$ cat config.mk
export PLATFORM = sky130hd
export DESIGN_NAME = irq_cascade_agg
export DESIGN_NICKNAME = d
export VERILOG_FILES = /design/src/rtl/irqagg_pkg.sv /design/src/rtl/w1c_status_reg.sv /design/src/rtl/coalesce_timer.sv /design/src/rtl/irq_cascade_agg.sv
export SDC_FILE = /design/constraint.sdc
export NUM_CORES = 1
export LEC_CHECK = 0
export BUFFER_PORTS_ARGS = -buffer_cell sky130_fd_sc_hd__buf_2
export CAP_MARGIN = 20
export CORE_UTILIZATION = 40
export DETAILED_ROUTE_END_ITERATION = 12
export PLACE_DENSITY_LB_ADDON = 0.15
export SLEW_MARGIN = 20
export SYNTH_ARGS = -nofsm -noshare
export SYNTH_HDL_FRONTEND = slang
export SYNTH_SLANG_ARGS = --single-unit
$ cat constraint.sdc
create_clock -name clk -period 5.92 [get_ports clk]
set_input_delay 1.184 -clock clk [delete_from_list [all_inputs] [get_ports clk]]
set_output_delay 1.184 -clock clk [all_outputs]
set_load 0.01 [all_outputs]
$ cat src/rtl/irqagg_pkg.sv
package irqagg_pkg;
  localparam int REG_W  = 32;
  localparam int ADDR_W = 2;

  typedef enum logic [ADDR_W-1:0] {
    RA_PRIM = 2'd0,
    RA_MASK = 2'd1,
    RA_SEC  = 2'd2,
    RA_COAL = 2'd3
  } reg_addr_e;

  // primary positions
  localparam int P_RXSUM = 31;
  localparam int P_HWERR = 29;
  localparam int P_TXSUM = 27;
  // secondary positions
  localparam int S_ERR   = 31;
  localparam int S_HIPRI = 30;
  localparam int S_RX1   = 17;
  localparam int S_RX0   = 16;
  localparam int S_TX1   = 1;
  localparam int S_TX0   = 0;

  localparam int UNIT_LOG2 = 5;  // 32 ticks per window unit

  localparam logic [REG_W-1:0] PRIM_SUM_MASK =
    (REG_W'(1) << P_RXSUM) | (REG_W'(1) << P_HWERR) | (REG_W'(1) << P_TXSUM);
  localparam logic [REG_W-1:0] COAL_MASK = REG_W'(1) << P_RXSUM;
endpackage

$ cat src/rtl/w1c_status_reg.sv
module w1c_status_reg #(
  parameter int W = 32,
  parameter logic [W-1:0] IMPL = '1
) (
  input  logic         clk,
  input  logic         rst_n,
  input  logic [W-1:0] set_i,
  input  logic [W-1:0] clr_i,
  output logic [W-1:0] q_o
);
  logic [W-1:0] q;

  always_ff @(posedge clk) begin
    if (!rst_n) q <= '0;
    else        q <= ((q & ~clr_i) | set_i) & IMPL;
  end

  assign q_o = q;

  // set beats acknowledge
  assert_set_wins_R3: assert property (@(posedge clk) disable iff (!rst_n)
    (|(set_i & IMPL)) |=> ((q_o & $past(set_i & IMPL)) == $past(set_i & IMPL)));

  // write-one clears
  assert_ack_clears_R2: assert property (@(posedge clk) disable iff (!rst_n)
    (|(clr_i & ~set_i)) |=> ((q_o & $past(clr_i & ~set_i)) == '0));

  // untouched bits hold
  assert_hold_R4: assert property (@(posedge clk) disable iff (!rst_n)
    1'b1 |=> ((q_o & ~$past(set_i | clr_i)) == ($past(q_o) & ~$past(set_i | clr_i))));
endmodule

$ cat src/rtl/coalesce_timer.sv
module coalesce_timer #(
  parameter int PW = 8,
  parameter int UNIT_LOG2 = 5
) (
  input  logic          clk,
  input  logic          rst_n,
  input  logic          tick_i,
  input  logic          pend_i,
  input  logic [PW-1:0] period_i,
  output logic          fired_o
);
  localparam int CW = PW + UNIT_LOG2;

  logic [CW-1:0] cnt;
  logic          fired;
  logic [CW:0]   thr;
  logic [CW:0]   cnt_inc;

  assign thr     = {1'b0, period_i, {UNIT_LOG2{1'b0}}};
  assign cnt_inc = {1'b0, cnt} + 1'b1;

  always_ff @(posedge clk) begin
    if (!rst_n || !pend_i) begin
      cnt   <= '0;
      fired <= 1'b0;
    end else if (!fired && tick_i) begin
      if (cnt_inc >= thr) begin
        fired <= 1'b1;
        cnt   <= '0;
      end else begin
        cnt <= cnt_inc[CW-1:0];
      end
    end
  end

  assign fired_o = fired;

  assert_restart_R7: assert property (@(posedge clk) disable iff (!rst_n)
    !pend_i |=> !fired_o);

  assert_fired_holds_R7: assert property (@(posedge clk) disable iff (!rst_n)
    (fired_o && pend_i) |=> fired_o);
endmodule

$ cat src/rtl/irq_cascade_agg.sv
module irq_cascade_agg
  import irqagg_pkg::*;
#(
  parameter int PERIOD_W = 8
) (
  input  logic              clk,
  input  logic              rst_n,
  input  logic              us_tick,
  input  logic [REG_W-1:0]  prim_evt,
  input  logic [REG_W-1:0]  dma_evt,
  input  logic              reg_we,
  input  logic [ADDR_W-1:0] reg_addr,
  input  logic [REG_W-1:0]  reg_wdata,
  output logic [REG_W-1:0]  reg_rdata,
  output logic              host_irq
);
  logic [REG_W-1:0]    prim_q, sec_q, en_q, prim_view;
  logic [REG_W-1:0]    prim_clr, sec_clr;
  logic [PERIOD_W-1:0] per_q;
  logic                rx_pend, fired, irq_next, irq_q;
  reg_addr_e           addr;

  assign addr     = reg_addr_e'(reg_addr);
  assign prim_clr = (reg_we && addr == RA_PRIM) ? reg_wdata : '0;
  assign sec_clr  = (reg_we && addr == RA_SEC)  ? reg_wdata : '0;

  w1c_status_reg #(.W(REG_W), .IMPL(~PRIM_SUM_MASK)) u_prim (
    .clk(clk), .rst_n(rst_n), .set_i(prim_evt), .clr_i(prim_clr), .q_o(prim_q));

  w1c_status_reg #(.W(REG_W), .IMPL('1)) u_sec (
    .clk(clk), .rst_n(rst_n), .set_i(dma_evt), .clr_i(sec_clr), .q_o(sec_q));

  always_ff @(posedge clk) begin
    if (!rst_n) begin
      en_q  <= '0;
      per_q <= '0;
    end else if (reg_we) begin
      if (addr == RA_MASK) en_q  <= reg_wdata;
      if (addr == RA_COAL) per_q <= reg_wdata[PERIOD_W-1:0];
    end
  end

  // summary roll-up
  assign rx_pend = sec_q[S_RX1] | sec_q[S_RX0] | sec_q[S_HIPRI];
  always_comb begin
    prim_view          = prim_q;
    prim_view[P_RXSUM] = rx_pend;
    prim_view[P_HWERR] = sec_q[S_ERR];
    prim_view[P_TXSUM] = sec_q[S_TX1] | sec_q[S_TX0];
  end

  coalesce_timer #(.PW(PERIOD_W), .UNIT_LOG2(UNIT_LOG2)) u_timer (
    .clk(clk), .rst_n(rst_n), .tick_i(us_tick), .pend_i(rx_pend),
    .period_i(per_q), .fired_o(fired));

  assign irq_next = (|(prim_view & en_q & ~COAL_MASK)) |
                    (en_q[P_RXSUM] & (sec_q[S_HIPRI] |
                                      (rx_pend & ((per_q == '0) | fired))));

  always_ff @(posedge clk) begin
    if (!rst_n) irq_q <= 1'b0;
    else        irq_q <= irq_next;
  end
  assign host_irq = irq_q;

  always_comb begin
    unique case (addr)
      RA_PRIM: reg_rdata = prim_view;
      RA_MASK: reg_rdata = en_q;
      RA_SEC:  reg_rdata = sec_q;
      RA_COAL: reg_rdata = {{(REG_W-PERIOD_W){1'b0}}, per_q};
      default: reg_rdata = '0;
    endcase
  end

  assert_irq_gated_R6: assert property (@(posedge clk) disable iff (!rst_n)
    ((prim_view & en_q) == '0) |=> !host_irq);

  assert_hipri_bypass_R9: assert property (@(posedge clk) disable iff (!rst_n)
    (sec_q[S_HIPRI] && en_q[P_RXSUM]) |=> host_irq);

  assert_no_window_R8: assert property (@(posedge clk) disable iff (!rst_n)
    (rx_pend && en_q[P_RXSUM] && per_q == '0) |=> host_irq);

  assert_nonrx_direct_R6: assert property (@(posedge clk) disable iff (!rst_n)
    (|(prim_view & en_q & ~COAL_MASK)) |=> host_irq);
endmodule

Yosys cells after proc, flatten, opt, wreduce, memory -nomap -nowiden
Index checks and enable logic that the tools add are counted.
Storage, ports and cells
  ROM bits: 0
  latch bits: 0
  word-level logic and storage cells: 44
  flip-flop bits (word level): 116
  memories kept: 0
  RAM bits: 0
  output and inout port bits: 33
  bits of input ports: 102
Cells by class
  eq/ne operators: 3
  add/sub/neg operators: 1
  divide/modulo/power cells: 0
  shifts and indexed selects: 0
  order comparisons: 1
  multiplexer cells: 4
  reductions and logical operators: 13
  bitwise gates (word level): 15
  multiply operators: 0
Operators by type and width (number)
  $pmux 32 s4: 1
  $and 31x31->31: 2
  $and 32x32->32: 1
  $mux 32: 1
  $not 32->32: 1
  $or 32x32->32: 1
  $mux 31: 1
  $not 31->31: 1
  $or 31x31->31: 1
  $reduce_or 31->1: 1
  $add 13x1->14 const B: 1
  $ge 14x13->1: 1
  $mux 13: 1
  $logic_not 8->1: 1
  $or 1x1->1: 6
  $reduce_and 2->1: 3
  $eq 2x2->1 const B: 2
  $logic_and 1x1->1: 3
  $logic_not 1->1: 3
  $and 1x1->1: 2
  $eq 2x1->1 const B: 1
  $logic_not 2->1: 1
  $logic_or 1x1->1: 1

Depth between registers and ports, before layout
  word-level depth: 6
  gate-level depth with buffers: 13
  gate-level depth less buffers: 11

Modules after synthesis
A second synthesis with hierarchy kept.
Second synthesis, totals
  cell total of the unflattened synthesis: 684
  area, all modules: 6057.1 sq um
By module, submodules not included
  irq_cascade_agg: area an instance 2850.2 sq um, instances 1, cells an instance 359, seq. area each 820.8 sq um
  w1c_status_reg (u_sec): area an instance 1114.8 sq um, instances 1, cells an instance 99, seq. area each 640.6 sq um
  coalesce_timer: area an instance 1062.3 sq um, instances 1, cells an instance 132, seq. area each 280.3 sq um
  w1c_status_reg (u_prim): area an instance 1029.7 sq um, instances 1, cells an instance 94, seq. area each 580.6 sq um

Worst setup path before layout
No wires, ideal clock.
  path kind: input -> output
  from: in reg_addr[1]
  to: out reg_rdata[0]
  slack: 2.413 ns
  cell stages on the path: 3
  data required time: 4.736 ns
  buffers on the path: 2
  arrival: 2.323 ns
  cells stage by stage: buf_2 buf_1 mux4_2
Between the ends
  word-level cells in the longest chain between the ends: 2
  elaborated cells on any way between the ends: 5
  classes of those cells: 3 x eq/ne; 1 x mux; 1 x reduce/logical
RTL lines
  from (decl): line irq_cascade_agg.sv:12  | input logic [ADDR_W-1:0] reg_addr,
  $eq 2x2->1 (tied with other cells): line irq_cascade_agg.sv:67  | unique case (addr)
  $pmux 32 s4 *: line irq_cascade_agg.sv:67
  to (decl): line irq_cascade_agg.sv:14  | output logic [REG_W-1:0] reg_rdata,
Every way passes the cells marked *; elsewhere a longest branch is shown, timed or not.

Final worst setup path
  from: in reg_addr[1]
  to: out reg_rdata[16]
The elaborated chain is that of the path after synthesis.

==> impl_metrics.yaml <==
floorplan:
  rows: 43
  die_h_um: 121
  dieWidth_um: 121
  die_area_um2: 14600
  io_pins: 135
  coreArea_um2: 13800
  start_util: 0.408
routing:
  first_pass_iters: 5
  wire_per_inst_um: 16.3
  viasPerCell: 5.26
  dr.first_iter.drc_count: 309
  routed_wl_um: 16200
  drc: 0
  vias: 5237
  ant_nets: 0
sta:
  hold_violations: 0
  rsz0062_at_grt: "false"
  fin_ws_ns: 1.72
  finalCritPeriodShare: 0.709
  slew_viol_final: 0
  setup_tns_ns: 0
  finClkSkew_ns: 0.00514
  timing.hold.ws_ns: 0.474
  fin_crit_ns: 4.20
  timing.fmax_mhz: 238
  maxSlewHeadroom: 0.348
  worst_slew_pin_slew_ns: 0.974
  setup_violations: 0
setup_path:
  arrival_ns: 3.02
  path_max_fanout: 39
  timing_worst_setup_path_type: "in -> out"
  setup.worst_path.start_class: "input port"
  required_ns: 4.74
  endpoint_kind: "primary output"
global_route:
  overflow: 0
  track_usage: 0.228
  grt_max_degree: 104
  antenna_found_initial: 1
  grt_first_pass_wirelength_um: 25300
  grt_pass1_vias: 5032
layout:
  mostFrequentLayoutCell: "nand2_1"
  layout-drive-gt1-share: 0.217
  syn2layout_area_growth_pct: 22.9
  nets: 914
  mostFrequentLayoutCells: "171 x nand2_1, 131 x buf_2, 116 x dfxtp_1, 71 x nor2b_1, 68 x a21oi_1"
yosys:
  ys_types: 45
  yosys_warnings: 0
  yosys.area.top_type: "dfxtp_1"
  avgSynthCellArea_um2: 8.19
  synthTopCellsByArea: "dfxtp_1 41%, nand2_1 11%, nor2b_1 8.0%, a21oi_1 6.0%, mux2i_1 5.3%"
  ys_seq_area_frac: 0.411
  synth.top_cell.area_share: 0.411
  ys_seq_elements: 116
  syn_inst: 689
  syn_area_um2: 5650
  syn_nets: 800
clock_network:
  cts.sink_count: 116
  cts_setup_buffers: 0
  clk_latency_ns: 0.41
  cts_tree: "done"
  h-tree-depth: 4
  cts_buffers: 17
  cts_root_buf: "clkbuf_16"
  cts-resized-gates: 0
  clk_pin_slew_ns: 0.05
  clk_path_buf_depth: 2
  cts_hold_buffers: 0
pwr:
  p_switching_uw: 502
  ir_drop_mv: 0.195
  p_int_mw: 1.51
  p_sw_frac: 0.249
  power_frac_seq: 0.425
  power_density_nw_per_um2: 291
  combPwrFrac: 0.113
  p_leak_nw: 2.85
  pwr-share-clk: 0.463
place:
  post-place-ws_ns: 1.68
  dp_hpwl_um: 11100
  portBuffers: 131
  place.gp.congestion: 0.832
hold_path:
  min_path_type: "reg -> reg"
run_status:
  status: "completed"
job:
  max_cap_violations: 0
## layer usage
layer,global-route usage,part of all wire
met4,0.0826,0.019
met2,0.387,0.48
met1,0.267,0.44
met5,0,0.00074
met3,0.0755,0.055
## cell usage after synthesis (all sizes together)
library cell / number
a22o: 5
inv: 8
nor4: 5
and3b: 2
nor3b: 1
a221oi: 6
nor2: 8
nor3: 5
or4: 4
o21ai: 29
a31oi: 8
nand3b: 4
clkbuf: 32
or2: 4
a22oi: 5
a21o: 4
o211ai: 1
or3: 2
o41a: 1
a211oi: 2
mux2i: 30
o21a: 3
buf: 10
ha: 9
and4: 1
o2111ai: 2
xnor2: 2
xor2: 3
o31ai: 1
o211a: 1
nand2b: 1
nand2: 171
mux4: 8
nand4b: 2
dfxtp: 116
nand3: 14
a21boi: 32
nor2b: 72
nand4: 3
a21oi: 68
and3: 4
## area by class of cell
class,instances,area (um^2)
multi-input cells,523,3130
clock inverters,5,52.6
inverters,8,30.0
flip-flops and latches,116,2320
diodes,1,2.50
fillers,1320,6890
repair buffers,137,701
clock buffers,25,475
well taps,180,225
## cell families (layout without fill, tap and decap cells)
logic type	count (synthesis)	in the layout	synth area share
AND/OR/NAND/NOR	303	303	0.258
AO/OA/AOI/OAI	168	168	0.183
flip-flops	116	116	0.411
buffers and inverters	50	175	0.0357
multiplexers	38	38	0.0851
adder cells (fa/ha/maj)	9	9	0.0199
XOR/XNOR	5	5	0.00776
other	0	1	0
## power by group through the flow
stage	registers [mW]	clock network (mW)	logic [mW]
after global routing	0.861	0.981	0.251
after detailed placement	0.872	0	0.227
after CTS	0.856	0.944	0.228
after floorplan	0.860	0	0.136
after global placement	0.870	0	0.220
final	0.857	0.933	0.227
## critical path, cell delays in order
cell	delay, ns
buf_2	0.67
nor2b_2	0.45
buf_4	0.32
nand2_1	0.08
o21ai_0	0.11
buf_2	0.18
## path summary, 6_finish.rpt
check                                     from        endpoint  slack, ns  depth (start not counted)
worst min-delay path                  en_q[27]        en_q[27]       0.47                          2
worst min register to register        en_q[27]        en_q[27]       0.47                          2
worst max register to register  u_timer.cnt[0]  u_timer.cnt[8]       2.39                         11
worst max-delay path               reg_addr[1]   reg_rdata[16]       1.72                          6
## sequential cells by signal, summed over array words and instances (netlist names)
signal	count
en_q	32
u_prim.q_o	29
per_q	8
host_irq	1
u_timer.cnt	13
u_timer.fired_o	1
u_sec.q_o	32
## stage by stage
step	area [um^2]	total power [mW]	util	std cells
floorplan	5650	0.997	-	689
global placement	6410	1.09	0.464	964
detailed placement	6410	1.10	0.464	964
CTS	6940	2.03	0.502	994
global route	6940	2.09	0.502	994
finish	6940	2.02	0.502	995
Note: power is estimated with default switching activity, not from simulation.
